===== src/rtl/slot_seq_pkg.sv =====
package slot_seq_pkg;

    typedef enum logic [2:0] {
        CH_A0   = 3'd0,
        CH_A1   = 3'd1,
        CH_A2   = 3'd2,
        CH_A3   = 3'd3,
        CH_TEMP = 3'd4,
        CH_VSUP = 3'd5
    } chan_e;

    typedef enum logic [1:0] {
        PH_IDLE = 2'd0,
        PH_ARM  = 2'd1,
        PH_WAIT = 2'd2
    } phase_e;

endpackage


===== src/rtl/slot_seq_map.sv =====
module slot_seq_map
    import slot_seq_pkg::*;
#(
    parameter int unsigned ADDR_W      = 7,
    parameter int unsigned SLOT_W      = 2,
    parameter int unsigned SAMPLE_BASE = 32,
    parameter int unsigned AUX_BASE    = 40
) (
    input  logic              alt,
    input  logic [SLOT_W-1:0] slot,
    output chan_e             chan,
    output logic [ADDR_W-1:0] addr
);

    // The slot order is behaviour: the alternate map keeps the current slots.
    always_comb begin
        case (slot[1:0])
            2'd0:    chan = alt ? CH_TEMP : CH_A0;
            2'd1:    chan = CH_A1;
            2'd2:    chan = alt ? CH_VSUP : CH_A2;
            default: chan = CH_A3;
        endcase
    end

    // Sensor channels share a bank; auxiliary readings use a bank of their own.
    always_comb begin
        if (chan[2])
            addr = ADDR_W'(AUX_BASE) + ADDR_W'(chan[0]);
        else
            addr = ADDR_W'(SAMPLE_BASE) + ADDR_W'(chan[1:0]);
    end

endmodule


===== src/rtl/slot_seq_timeout.sv =====
module slot_seq_timeout #(
    parameter int unsigned LIMIT = 4
) (
    input  logic clk,
    input  logic rst_n,
    input  logic run,
    input  logic tick,
    output logic expired
);

    localparam int unsigned CNT_W = $clog2(LIMIT + 1);

    logic [CNT_W-1:0] cnt_d, cnt_q;

    always_comb begin
        cnt_d   = cnt_q;
        expired = 1'b0;
        if (!run) begin
            cnt_d = '0;
        end else if (tick) begin
            if (cnt_q == CNT_W'(LIMIT - 1))
                expired = 1'b1;
            cnt_d = cnt_q + 1'b1;
        end
    end

    always_ff @(posedge clk) begin
        if (!rst_n) cnt_q <= '0;
        else        cnt_q <= cnt_d;
    end

endmodule


===== src/rtl/adc_slot_sequencer.sv =====
module adc_slot_sequencer
    import slot_seq_pkg::*;
#(
    parameter int unsigned DATA_W        = 22,
    parameter int unsigned ADDR_W        = 7,
    parameter int unsigned N_SLOTS       = 4,
    parameter int unsigned SAMPLE_BASE   = 32,
    parameter int unsigned AUX_BASE      = 40,
    parameter int unsigned TIMEOUT_TICKS = 4
) (
    input  logic              clk,
    input  logic              rst_n,
    input  logic              tick,
    input  logic              pass_start,
    input  logic              alt_req,
    input  logic              filt_done,
    input  logic [DATA_W-1:0] filt_data,
    output logic [2:0]        mux_sel,
    output logic              conv_start,
    output logic              wr_en,
    output logic [ADDR_W-1:0] wr_addr,
    output logic [DATA_W-1:0] wr_data,
    output logic              busy,
    output logic              alt_done,
    output logic              err
);

    localparam int unsigned SLOT_W = $clog2(N_SLOTS);
    localparam logic [SLOT_W-1:0] LAST_SLOT = SLOT_W'(N_SLOTS - 1);

    typedef struct packed {
        phase_e            phase;
        logic [SLOT_W-1:0] slot;
        logic              alt_mode;
        logic              alt_pend;
        logic              alt_done;
        logic              err;
        logic              conv_start;
        logic              wr_en;
        logic [ADDR_W-1:0] wr_addr;
        logic [DATA_W-1:0] wr_data;
    } regs_t;

    regs_t d, q;

    chan_e             cur_chan;
    logic [ADDR_W-1:0] cur_addr;
    logic              slot_expired;
    logic              slot_finish;

    slot_seq_map #(
        .ADDR_W      (ADDR_W),
        .SLOT_W      (SLOT_W),
        .SAMPLE_BASE (SAMPLE_BASE),
        .AUX_BASE    (AUX_BASE)
    ) u_map (
        .alt  (q.alt_mode),
        .slot (q.slot),
        .chan (cur_chan),
        .addr (cur_addr)
    );

    slot_seq_timeout #(
        .LIMIT (TIMEOUT_TICKS)
    ) u_tmo (
        .clk     (clk),
        .rst_n   (rst_n),
        .run     (q.phase == PH_WAIT),
        .tick    (tick),
        .expired (slot_expired)
    );

    always_comb begin
        d            = q;
        d.conv_start = 1'b0;
        d.wr_en      = 1'b0;
        slot_finish  = 1'b0;
        if (alt_req)
            d.alt_pend = 1'b1;

        case (q.phase)
            PH_IDLE: begin
                if (pass_start) begin
                    d.phase    = PH_ARM;
                    d.slot     = '0;
                    d.alt_mode = q.alt_pend;
                    d.alt_done = 1'b0;
                    d.err      = 1'b0;
                end
            end
            PH_ARM: begin
                if (tick) begin
                    d.conv_start = 1'b1;
                    d.phase      = PH_WAIT;
                end
            end
            PH_WAIT: begin
                if (filt_done) begin
                    d.wr_en     = 1'b1;
                    d.wr_addr   = cur_addr;
                    d.wr_data   = filt_data;
                    slot_finish = 1'b1;
                end else if (slot_expired) begin
                    d.err       = 1'b1;
                    slot_finish = 1'b1;
                end
            end
            default: d.phase = PH_IDLE;
        endcase

        if (slot_finish) begin
            if (q.slot == LAST_SLOT) begin
                d.phase = PH_IDLE;
                if (q.alt_mode) begin
                    d.alt_done = 1'b1;
                    d.alt_pend = alt_req;
                end
            end else begin
                d.slot  = q.slot + 1'b1;
                d.phase = PH_ARM;
            end
        end
    end

    always_ff @(posedge clk) begin
        if (!rst_n) begin
            q.phase      <= PH_IDLE;
            q.slot       <= '0;
            q.alt_mode   <= 1'b0;
            q.alt_pend   <= 1'b0;
            q.alt_done   <= 1'b0;
            q.err        <= 1'b0;
            q.conv_start <= 1'b0;
            q.wr_en      <= 1'b0;
            q.wr_addr    <= '0;
            q.wr_data    <= '0;
        end else begin
            q <= d;
        end
    end

    assign mux_sel    = cur_chan;
    assign conv_start = q.conv_start;
    assign wr_en      = q.wr_en;
    assign wr_addr    = q.wr_addr;
    assign wr_data    = q.wr_data;
    assign busy       = (q.phase != PH_IDLE) || q.wr_en;
    assign alt_done   = q.alt_done;
    assign err        = q.err;

endmodule


===== config.mk =====
export PLATFORM = sky130hd
export DESIGN_NAME = adc_slot_sequencer
export DESIGN_NICKNAME = d
export VERILOG_FILES = /design/src/rtl/slot_seq_pkg.sv /design/src/rtl/slot_seq_map.sv /design/src/rtl/slot_seq_timeout.sv /design/src/rtl/adc_slot_sequencer.sv
export SDC_FILE = /design/constraint.sdc
export NUM_CORES = 1
export LEC_CHECK = 0
export ABC_AREA = 1
export BUFFER_PORTS_ARGS = -buffer_cell sky130_fd_sc_hd__buf_4
export CAP_MARGIN = 10
export CORE_ASPECT_RATIO = 0.7
export CORE_MARGIN = 3
export CORE_UTILIZATION = 49
export DETAILED_ROUTE_END_ITERATION = 10
export PLACE_DENSITY = 0.79
export SETUP_SLACK_MARGIN = 0.02
export SYNTH_ARGS = -nofsm -noshare
export SYNTH_HDL_FRONTEND = slang
export SYNTH_SLANG_ARGS = --single-unit

===== constraint.sdc =====
create_clock -name clk -period 1.4 [get_ports clk]
set_input_delay 0.07 -clock clk [delete_from_list [all_inputs] [get_ports clk]]
set_output_delay 0.07 -clock clk [all_outputs]
set_load 0.05 [all_outputs]

# After elaboration in Yosys (flattened, before gate mapping)
# Cells that the tools add are included.
# classes
n_eq_ne,12
n_addsub,4
n_mux,28
n_reduce_logical,11
# op_table
operator,count
$mux W30,1
$mux W1,12
$mux W2,6
$mux W3,3
$pmux W3 S3,1
$ne A2 B2 Y1 const B,4
$reduce_and A2 Y1,4
$add A6 B1 Y7 const A,1
$add A6 B2 Y7 const A,1
$mux W7,1
$eq A2 B2 Y1 const B,3
$ne A3 B3 Y1 const B,2
$pmux W2 S3,1
$mux W5,1
$eq A2 B1 Y1 const B,2
$logic_not A2 Y1,2
$mux W4,1
$reduce_and A4 Y1,1
$reduce_bool A2 Y1,2
$add A3 B1 Y3 const B,1
$eq A3 B2 Y1 const B,1
$reduce_and A3 Y1,1
$add A2 B1 Y2 const B,1
$pmux W1 S2,1
$logic_or A1 B1 Y1,1
# totals
output_inout_bits,37
regBits,42
wordCells,66
inputBits,28

# Depth between registers and ports, before layout
# logic_depth
depth_word,9
mapped_depth,8

# Cells and area by module
# A second synthesis with hierarchy kept.
# hier_totals
cells_unflattened,250
hier_area_um2,1934.4
# modules_own_cells
mod,n_inst,area_per_inst_um2,cells_per_inst
adc_slot_sequencer,1,1697.9,212
slot_seq_timeout,1,151.4,22
slot_seq_map,1,85.1,16

# Worst setup path after synthesis
# OpenSTA, ideal clock, no wires.
# synth_timing
path_kind,register to register
startpoint,register q[35] (netlist name)
endpoint,register wr_addr[1] (netlist name)
slack_ns,-0.633
stages_incl_launch_ff,7
n_path_buf,0
t_arrival_ns,1.967
synth_period_minus_slack_ns,2.033
cell_sequence,dfxtp_1 > inv_1 > ha_1 > inv_1 > o21ai_0 > nor2_2 > nor2_1
# synth_between
elab_chain_len,4
elab_cells_between_ends,7
# synth_rtl
item,line,source
$eq A2 B2 Y1 (tied with other cells),slot_seq_map.sv:17,case (slot[1:0])
$pmux W3 S3 *,slot_seq_map.sv:17,
named net mux_sel[1],adc_slot_sequencer.sv:18,"output logic [2:0] mux_sel,"
$add A6 B2 Y7 *,slot_seq_map.sv:30,addr = ADDR_W'(SAMPLE_BASE) + ADDR_W'(chan[1:0]);
$mux W7 *,slot_seq_map.sv:27,if (chan[2])
# Mark *: on every way through the listed nets, which the timed path passes. The rest lies on a longest branch.
# A chain may end at the register's enable or synchronous reset.

# Worst setup path after layout
# layout_timing
startpoint,register q[35] (netlist name)
endpoint,output mux_sel[0]
# layout_between
elab_chain_len,2
elab_cells_between_ends,4
# layout_rtl
item,line
$eq A2 B2 Y1 (tied with other cells),slot_seq_map.sv:17
$pmux W3 S3 *,slot_seq_map.sv:17
to (decl),adc_slot_sequencer.sv:18
# Every way passes the cells marked *; elsewhere a longest branch is shown, timed or not.

==> reports/qor.yml <==
worstPathCellList: "inv_4, ha_4, nand2_4, nor2_4, nor2_2, inv_1, buf_6"
clock_latency_ps: 290
cp-startpoint: "q[35]"
slew_violations: 0
drt_first_pass_iters: 4
fp-row-count: 18
reg2regPathDepth: 8
place_area_sq_um: 2110
rr_endpoint: "q[35]"
stdcell_count: 331
post-route-drc-count: 0
final_nets: 313
period_share_pct: 98.9
dp_hpwl_um: 2590
grt_start_max_net_pins: 31
core_sq_um: 3580
grt_overflow: 0
dieArea_sq_um: 4580
design_area_sq_um: 2460
final_layout_size_suffix_gt1_share_pct: 41.3
ir_worst_vdd_mv: 0.665
routed_wl_um: 3910
vias: 1563
avgSynthCellArea_sq_um: 8.08
vias_per_cell: 4.72
synth_area_sq_um: 1860
wl_per_cell_um: 11.8
p_leak_nw: 1.17
worstSetupEndpoint: "mux_sel[0]"
port_buffers: 61
p_per_area_nw_per_um2: 1020
hp-class: "in2reg"
syn_to_final_growth_pct: 32.3
nFillCells: 310
routabilityCongestion: 0.849
cts.sinks: 39
cts_tree: "yes"
start_util_pct: 51.9
hold_viol: 0
cts_max_level: 2
cts_made_buffers: 5
clockRootBuffer: "clkbuf_8"
ys_seq_area_share_pct: 42.0
final_common_cell: "buf_4"
track_usage_pct: 17.6
r2r-start: "u_tmo.cnt_q[0]"
rsz0062_at_grt: "true"
critical_path_class: "reg2out"
num_antenna_cells: 0
drv_cap: 0
reg2reg_slack_ps: 130
clockBufferDepth: 2
outcome: "finished clean"
synth_cells: 230
die_x_um: 79.6
synth_cell_type_count: 26
power_mw: 2.50
die_h_um: 57.5
crit_path_top_delay_cell: "dfxtp_4"
antenna_left: 0
ys_seq_elements: 39
fmax_ghz: 0.722
detail_route.iter0.violations: 63
boundaryPins: 65
antenna_found_initial: 0
fin_crit_ps: 1380
min_from: "filt_data[9]"
grt_pass1_wl_um: 6290
arrival_ps: 1310
final-setup-viol-count: 0
critPathMaxFanout: 4
layout_common_cells: "65 x buf_4, 37 x dfxtp_1, 35 x nor2_1, 21 x nor2_2, 18 x nand2_1"
endpoint_kind: "output port"
startpoint_type: "flop"
required_ps: 1330
grt_pass1_vias: 1438
slowest_delay_ps: 380
skew_ps: 7.01
cts.clk_slew.worst_paths_ps: 80
dp.cells: 307
yosys_warnings: 0
-- logic make-up after synthesis --
| logic type | count (synthesis) | synth area share (%) |
|---|---|---|
| simple gates | 91 | 23.8 |
| compound gates | 40 | 10.9 |
| fa+ha+maj | 5 | 3.37 |
| buf+inv | 53 | 19.3 |
| flops | 39 | 42.0 |
| other cells | 1 | 0.202 |
| xor+xnor | 1 | 0.471 |
-- per-stage QoR --
stage	setup TNS [ps]	worst slack (ps)	hold WS, ps	util [%]
floorplan	0	66.3	187	-
global placement	0	136	283	58.9
detailed placement	0	133	291	58.9
CTS	0	8.67	0.109	67.6
global route	-116	-64.0	7.52	68.6
finish	0	15.6	2.02	68.6
-- worst min-delay path by stage --
stage                        endpoint  slack [ps]  depth (start not counted)
final                      wr_data[9]           2                          3
after global routing       wr_data[1]           8                          3
after CTS                 wr_data[11]         0.1                          3
after detailed placement        q[33]         290                          3
after global placement          q[33]         280                          3
after floorplan                 q[33]         190                          2
-- critical path: cells and delay by family (launching register included) --
kind                     cells  cell delay [ps]
flip-flops                   1              380
buffers and inverters        3              250
AND/OR/NAND/NOR              3              230
adder cells (fa/ha/maj)      1              160
-- timing repair --
action	in CTS	in global routing
resized for setup	18	7
hold endpoints to repair	11	0
hold buffers	11	0
setup buffers	3	2
endpoints found under the setup margin	3	6
pin swaps	4	3
-- final cells by class --
class                           count  area [sq um]  share of cell area, %
Timing Repair Buffer               79           636                   25.9
Clock buffer                        6          82.6                   3.36
Sequential cell                    39           788                   32.1
Clock inverter                      2          35.0                   1.43
Tap cell                           50          62.6                   2.55
Multi-Input combinational cell    140           790                   32.1
Inverter                           15          63.8                   2.60
-- cell usage after synthesis (all sizes together) --
master,number,area (sq um)
nand2,22,85.1
clkbuf,3,11.3
buf,35,285
conb,1,3.75
or2,1,6.26
nand3,6,35.0
dfxtp,39,781
nor2,59,295
o21ai,27,135
inv,15,61.3
a21oi,12,60.1
o21a,1,7.51
nand4,2,12.5
nand3b,1,7.51
ha,5,62.6
xnor2,1,8.76
-- sequential cells by signal (all words and copies together) (netlist names) --
register and flops:
q 6, u_tmo.cnt_q 3, err 1, wr_addr 4, conv_start 1, wr_data 22
alt_done 1, wr_en 1
-- report_power, final --
part / internal (mW) / switching, mW / leakage [nW]
registers: 1.14 / 0.0225 / 0.317
logic: 0.143 / 0.231 / 0.787
clock network: 0.577 / 0.391 / 0.0612
total: 1.86 / 0.644 / 1.17
-- metal layers --
| metal | share of wire [%] | vias to the layer above | GRT usage (%) |
|---|---|---|---|
| met5 | 0 | - | 0 |
| li1 | - | 792 | - |
| met4 | 1.6 | 0 | 8.33 |
| met2 | 46 | 50 | 27.0 |
| met3 | 8.6 | 10 | 7.10 |
| met1 | 44 | 711 | 21.5 |
(Power assumes the default switching activity.)
